[config.mk]
export PLATFORM = sky130hd
export DESIGN_NAME = ide_irq_mirror
export DESIGN_NICKNAME = d
export VERILOG_FILES = /design/src/rtl/ide_irq_mirror.sv
export SDC_FILE = /design/constraint.sdc
export NUM_CORES = 1
export LEC_CHECK = 0
export BUFFER_PORTS_ARGS = -buffer_cell sky130_fd_sc_hd__buf_2
export CAP_MARGIN = 20
export CORE_UTILIZATION = 35
export DETAILED_ROUTE_END_ITERATION = 7
export GPL_TIMING_DRIVEN = 0
export PLACE_DENSITY = 0.81
export SLEW_MARGIN = 20
export SYNTH_ARGS = -nofsm -noshare
export SYNTH_HDL_FRONTEND = slang
export SYNTH_SLANG_ARGS = --single-unit
[constraint.sdc]
create_clock -name clk -period 1.47 [get_ports clk]
set_input_delay 0.0735 -clock clk [delete_from_list [all_inputs] [get_ports clk]]
set_output_delay 0.0735 -clock clk [all_outputs]
set_load 0.005 [all_outputs]
[src/rtl/ide_irq_mirror.sv]
module ide_irq_mirror #(
  parameter bit CH1_ON = 1'b1,
  parameter int DW     = 32
) (
  input  logic                           clk,
  input  logic                           rst_n,
  input  logic                           cfg_wr,
  input  logic [7-$clog2(DW/8):0]        cfg_dw,
  input  logic [DW-1:0]                  cfg_wdata,
  input  logic [DW/8-1:0]                cfg_be,
  output logic [DW-1:0]                  cfg_rdata,
  input  logic                           bm_wr,
  input  logic [7:0]                     bm_wdata,
  input  logic [1:0]                     chan_irq,
  output logic                           irq_out
);

  localparam int NLANE = DW / 8;
  localparam logic [7:0] OFF_ST0  = 8'h50;
  localparam logic [7:0] OFF_CTL  = 8'h51;
  localparam logic [7:0] OFF_ST1  = 8'h57;
  localparam logic [7:0] OFF_MODE = 8'h71;
  localparam int ST0_BIT  = 2;
  localparam int ST1_BIT  = 4;
  localparam int MP0_BIT  = 2;
  localparam int MP1_BIT  = 3;
  localparam int BLK_LSB  = 4;
  localparam int CTL_LSB  = 2;
  localparam logic [1:0] CTL_RST = {CH1_ON, 1'b1};

  logic       st0, st1, mp0, mp1;
  logic [1:0] blk, ctl, irq_q;
  logic       st0_n, st1_n, mp0_n, mp1_n;
  logic [1:0] evt;

  logic       w_st0, c_st0, w_st1, c_st1, w_md, w_ctl;
  logic [1:0] c_md, d_ctl;

  logic unused_data;
  assign unused_data = ^{cfg_wdata, bm_wdata[7:6], bm_wdata[3:0]};

  assign evt = chan_irq ^ irq_q;

  always_comb begin
    logic [7:0] off;
    w_st0 = 1'b0; c_st0 = 1'b0;
    w_st1 = 1'b0; c_st1 = 1'b0;
    w_md  = 1'b0; c_md  = 2'b00;
    w_ctl = 1'b0; d_ctl = 2'b00;
    off   = 8'h00;
    for (int k = 0; k < NLANE; k++) begin
      off = 8'(int'(cfg_dw) * NLANE + k);
      if (cfg_wr && cfg_be[k]) begin
        case (off)
          OFF_ST0: begin
            w_st0 = 1'b1;
            c_st0 = cfg_wdata[8*k+ST0_BIT];
          end
          OFF_ST1: begin
            w_st1 = 1'b1;
            c_st1 = cfg_wdata[8*k+ST1_BIT];
          end
          OFF_MODE: begin
            w_md = 1'b1;
            c_md = {cfg_wdata[8*k+MP1_BIT], cfg_wdata[8*k+MP0_BIT]};
          end
          OFF_CTL: begin
            w_ctl = 1'b1;
            d_ctl = cfg_wdata[8*k+CTL_LSB +: 2];
          end
          default: ;
        endcase
      end
    end
  end

  always_comb begin
    st0_n = st0;
    st1_n = st1;
    mp0_n = mp0;
    mp1_n = mp1;
    if (w_st0 || w_st1) begin
      if (w_st0 && c_st0) st0_n = 1'b0;
      if (w_st1 && c_st1) st1_n = 1'b0;
      mp0_n = st0_n;
      mp1_n = st1_n;
    end
    if (w_md) begin
      if (c_md[0]) mp0_n = 1'b0;
      if (c_md[1]) mp1_n = 1'b0;
      st0_n = mp0_n;
      st1_n = mp1_n;
    end
    if (evt[0]) mp0_n = chan_irq[0];
    if (evt[1]) mp1_n = chan_irq[1];
    if (evt != 2'b00) begin
      st0_n = mp0_n;
      st1_n = mp1_n;
    end
  end

  always_ff @(posedge clk or negedge rst_n) begin
    if (!rst_n) begin
      st0   <= 1'b0;
      st1   <= 1'b0;
      mp0   <= 1'b0;
      mp1   <= 1'b0;
      blk   <= 2'b00;
      ctl   <= CTL_RST;
      irq_q <= 2'b00;
    end else begin
      st0   <= st0_n;
      st1   <= st1_n;
      mp0   <= mp0_n;
      mp1   <= mp1_n;
      irq_q <= chan_irq;
      if (bm_wr) blk <= bm_wdata[BLK_LSB +: 2];
      if (w_ctl) ctl <= d_ctl;
    end
  end

  assign irq_out = (mp0 & ~blk[0]) | (mp1 & ~blk[1]);

  always_comb begin
    logic [7:0] off;
    off = 8'h00;
    cfg_rdata = '0;
    for (int k = 0; k < NLANE; k++) begin
      off = 8'(int'(cfg_dw) * NLANE + k);
      case (off)
        OFF_ST0:  cfg_rdata[8*k +: 8] = 8'(st0) << ST0_BIT;
        OFF_CTL:  cfg_rdata[8*k +: 8] = 8'(ctl) << CTL_LSB;
        OFF_ST1:  cfg_rdata[8*k +: 8] = 8'(st1) << ST1_BIT;
        OFF_MODE: cfg_rdata[8*k +: 8] = (8'(blk) << BLK_LSB) |
                                        (8'(mp1) << MP1_BIT) |
                                        (8'(mp0) << MP0_BIT);
        default:  cfg_rdata[8*k +: 8] = 8'h00;
      endcase
    end
  end


  views_agree_chk: assert property (@(posedge clk) disable iff (!rst_n)
    (st0 == mp0) && (st1 == mp1));


  rise_sets_chk: assert property (@(posedge clk) disable iff (!rst_n)
    (evt[0] && chan_irq[0]) |=> (mp0 && st0));


  fall_clears_chk: assert property (@(posedge clk) disable iff (!rst_n)
    (evt[1] && !chan_irq[1]) |=> (!mp1 && !st1));


  status_clear_chk: assert property (@(posedge clk) disable iff (!rst_n)
    (w_st0 && c_st0 && !evt[0]) |=> !mp0);


  mode_clear_chk: assert property (@(posedge clk) disable iff (!rst_n)
    (w_md && c_md[1] && !evt[1]) |=> !st1);


  block_hold_chk: assert property (@(posedge clk) disable iff (!rst_n)
    !bm_wr |=> $stable(blk));


  edge_wins_chk: assert property (@(posedge clk) disable iff (!rst_n)
    (evt[1] && chan_irq[1] && w_st1 && c_st1) |=> st1);

endmodule

# Word-level counts from Yosys, hierarchy flattened
# Index checks and enable logic that the tools add are counted.
# word_totals
wordCells	112
inputBits	56
out_inout_bits	33
regBits	10
# op_classes
n_reduce_logical	9
n_eq_ne	13
bitwise_logic	8
add_sub_neg	3
n_mux	72
# op_table
operator	n
$eq 8x7->1 const B	12
$pmux 6 s4	3
$mux 1	56
$mux 2	12
$add 8x2->8 const B	2
$add 8x1->8 const B	1
$eq 6x5->1 const B	1
$logic_and 1x1->1	6
$or 6x3->6	1
$or 6x4->6	1
$mux 3	1
$reduce_bool 3->1	1
$and 1x1->1	2
$not 1->1	2
$reduce_bool 2->1	1
$xor 2x2->2	1
$logic_or 1x1->1	1
$or 1x1->1	1

# Logic depth before layout (Yosys ltp)
# logic_depth
word_depth	16
mapped_depth	6
mapped_depth_nobuf	5

# Worst setup path after synthesis
# OpenSTA, ideal clock, no wires.
# synth_path
path_kind	input -> register
start	input port cfg_dw[1]
end	register st0
n_path_buf	1
required_time_ns	1.344
arrival_ns	1.290
stages	6
setup_time_ns	0.126
path_slack_ns	0.054
path_cell_list	nand4bb_1 buf_2 nor3_2 mux2i_1 a221oi_2 maj3_2
# synth_via
elab_chain_len	16
elab_cells_between_ends	58
classes_between	add/sub (3); eq/ne (10); mux (42); reduce/logical (3)
# synth_lines
item	line_no	rtl
from (decl)	8	input logic [7-$clog2(DW/8):0] cfg_dw,
branches (longest 16 deep; another with $add 8x1->8)	-	
to (signal assigned)	112	st0 <= st0_n;
to (decl)	31	logic st0, st1, mp0, mp1;
# Parallel ways; which one is timed is not known. The select of a mux whose other input is x is not followed.
# A chain may end at the register's enable or synchronous reset.

# Final worst setup path
# layout_path
start	input port cfg_dw[1]
end	register mp0
# layout_via
elab_chain_len	15
elab_cells_between_ends	54
classes_between	add/sub (3); eq/ne (10); mux (39); reduce/logical (2)
# layout_lines
item	line_no	rtl
branches (longest 13 deep; another with $add 8x1->8)	-	
$mux 1 *	88	if (w_md) begin
$mux 1 *	94	if (evt[0]) mp0_n = chan_irq[0];
net mp0_n	33	logic st0_n, st1_n, mp0_n, mp1_n;
to (signal assigned)	114	mp0 <= mp0_n;
to (decl)	31	
# Mark *: on every way through the listed nets, which the timed path passes.

==> run_results.csv <==
group,metric,value,unit
floorplanning,die_x,51.3,um
global_route,grt_pass1_wl,2900,um
global_route,antenna_found_initial,0,
global_route,globalRouteOverflowTotal,0,
yosys,ys_seq_elements,10,
setup_path,worst_path_largest_cell_delay,0.36,ns
setup_path,end_kind,"register",
setup_path,crit_type,"in -> reg",
pwr,p_leak,0.635,nW
clock_network,postCtsSetupBuffers,0,
yosys,synth_edf_count,0,
timing,setup_tns,0,ns
routing,vias_per_cell,4.49,
setup_path,worst_setup_path_start_kind,"input port",
yosys,netlist.area_leader.share,23.5,%
hold_path,hold_path_class,"in -> reg",
routing,via_count,800,
place,place_worst_setup_slack,-0.225,ns
clock_network,path_clk_slew,0.07,ns
routing,dr.pass1.iters,4,
layout,syn2layout_area_growth,39.9,%
routing,drcViolationCount,0,
global_route,grt_pass1_vias,698,
setup_path,r2r-start,"irq_q[1]",
layout,drive_gt1_share,47.3,%
clock_network,cts_tree,"done",
setup_path,slowest_stage,"nor4b_4",
clock_network,cts.sinks,10,
clock_network,clk_latency,0.26,ns
yosys,synth_area_leaders,"dfrtp_1 (23%), buf_4 (23%), dfstp_2 (6.2%)",
yosys,synth_top_area_cell,"dfrtp_1",
routing,wl,1810,um
floorplanning,fp-row-count,17,
setup_path,cp_cell_sequence,"buf_2 > nand4bb_1 > buf_2 > nor4b_4 > a21boi_2 > nor2_1 > maj3_2",
timing,drv_slew,0,
place,portBuffers,27,
clock_network,cts_root_buf,"clkbuf_4",
setup_path,cp.required,1.62,ns
clock_network,clockBufferDepth,2,
run,maxCapViolCount,0,
place,hpwl,1500,um
layout,diodes,0,
routing,ant_nets,0,
place,placed_area,0.00112,mm^2
pwr,power.total,0.744,mW
layout,layout.cells.non_filler,178,
clock_network,cts-htree-levels,1,
global_route,grtUsageTotal,15.0,%
yosys,syn_area,852,um^2
floorplanning,die_area,0.00264,mm^2
yosys,synth_area_per_cell,9.36,um^2
floorplanning,ios,89,
yosys,ys_types,35,
yosys,ys.flop_type,"dfrtp_1",
yosys,ys_seq_area_share,29.7,%
yosys,netlist_instances,91,
hold_path,min_from,"bm_wdata[4]",
timing,fin_crit_sh,94.2,%
layout,fin_area,0.00119,mm^2
setup_path,path_common_cell,"buf_2",
pwr,ir_drop,560,uV
timing,final.min_clock_period,1.38,ns
timing,setup_viol,0,
place,dp.cells,171,
timing,fin_ws,0.0856,ns
timing,hold_viol_final,0,
status,status,"finished, final reports clean",
floorplanning,fp.dieH,51.3,um
place,gp_congestion,0.862,
routing,wl_per_cell,10.2,um
routing,drt_iter0_markers,10,
floorplanning,core_area,0.00225,mm^2
layout,nets,207,
yosys,async_flop_share,100,%
global_route,grt_max_degree,11,
setup_path,setup.worst_path.start,"cfg_dw[1]",
timing,whs,0.0498,ns
timing,fmax,722,MHz
clock_network,cts_buffers,3,
timing,skew,0.00455,ns
layout,finish.utilization,52.9,%
floorplanning,initial_core_util,37.8,%
setup_path,crit_fanout,8,
pwr,power_density,624,mW/mm^2
setup_path,cp.arrival,1.53,ns
yosys,ys.warnings.count,0,
==> Yosys cell counts, types with 2 or more instances <==
master     n
and2_1     4
nand2_1    4
dfstp_2    2
mux2i_1    3
maj3_2     2
o21ai_0    2
nor2_1     5
inv_1      4
a22o_1     2
buf_4     26
nand2b_1   2
mux2_2     4
dfrtp_1    8
nor3_1     2
==> flip-flops by register name, indices dropped and copies added (netlist names) <==
name	count
irq_q	2
ctl	2
blk	2
mp0	1
st1	1
st0	1
mp1	1
==> layer usage <==
| layer | GRT usage (%) | share of wire [%] |
|---|---|---|
| met4 | 8.11 | 2.0 |
| met5 | 0 | 0 |
| met3 | 4.17 | 13 |
| met1 | 18.1 | 40 |
| met2 | 24.1 | 45 |
==> kinds of logic after synthesis <==
group / count (synthesis) / synth area share [%]
buf+inv: 31 / 25.3
mux: 7 / 8.81
simple gates: 26 / 19.5
flops: 10 / 29.7
fa+ha+maj: 2 / 2.64
xor+xnor: 2 / 2.06
other cells: 1 / 0.440
compound gates: 12 / 11.6
==> cell usage in the layout (no fill, tap or decap) <==
cell type and instances:
nor3_4 1, dlygate4sd3_1 3, o31ai_1 1, nand3_1 1
dfstp_2 2, or4_1 1, o21ai_0 2, buf_2 28
nor4_1 1, nand4bb_1 1, mux2_2 4, nor2_1 5
nor4b_4 1, buf_4 26, o2bb2ai_2 1, xnor2_1 1
o221ai_1 1, nand4b_1 1, dfrtp_1 8, inv_1 4
and2_1 4, a21boi_2 1, nor3_1 2, a22o_1 2
a221oi_1 1, nand2_1 4, xor2_2 1, conb_1 26
maj3_2 2, a221oi_2 1, nand4_1 1, o22ai_1 1
clkbuf_1 1, nand2b_1 2, a21oi_1 1, clkbuf_4 3
mux2i_1 3, nor2b_1 1
==> where the power goes <==
part           switching (mW)  internal, mW
logic                  0.0983         0.122
registers              0.0223         0.306
clock network          0.0910         0.105
==> critical path, delay by kind of cell <==
family / cells / cell delay (ns)
AND/OR/NAND/NOR: 3 / 0.60
buffers and inverters: 2 / 0.29
adder cells (fa/ha/maj): 1 / 0.30
AO/OA/AOI/OAI: 1 / 0.27
==> layout make-up <==
class	instances	area, um^2
flip-flops and latches	10	253
clock buffers	4	26.3
fillers	227	1060
plain buffers	27	200
well taps	28	35.0
multi-input cells	75	498
inverters	4	15.0
repair buffers	30	165
==> path summary, 6_finish.rpt <==
kind	endpoint	slack [ns]	depth (start not counted)
min in group asynchronous	mp0	0.19	2
min reg2reg	blk[0]	0.54	1
min	blk[0]	0.05	2
max	mp0	0.09	7
max in group asynchronous	ctl[0]	1.01	2
max reg2reg	st0	0.17	4
==> what timing repair did <==
item,in CTS,in global routing
endpoints found under the hold margin,12,0
gates resized for setup,0,3
hold buffers,3,0
setup endpoints to repair,0,1
Power figures use the tool's default switching activity.
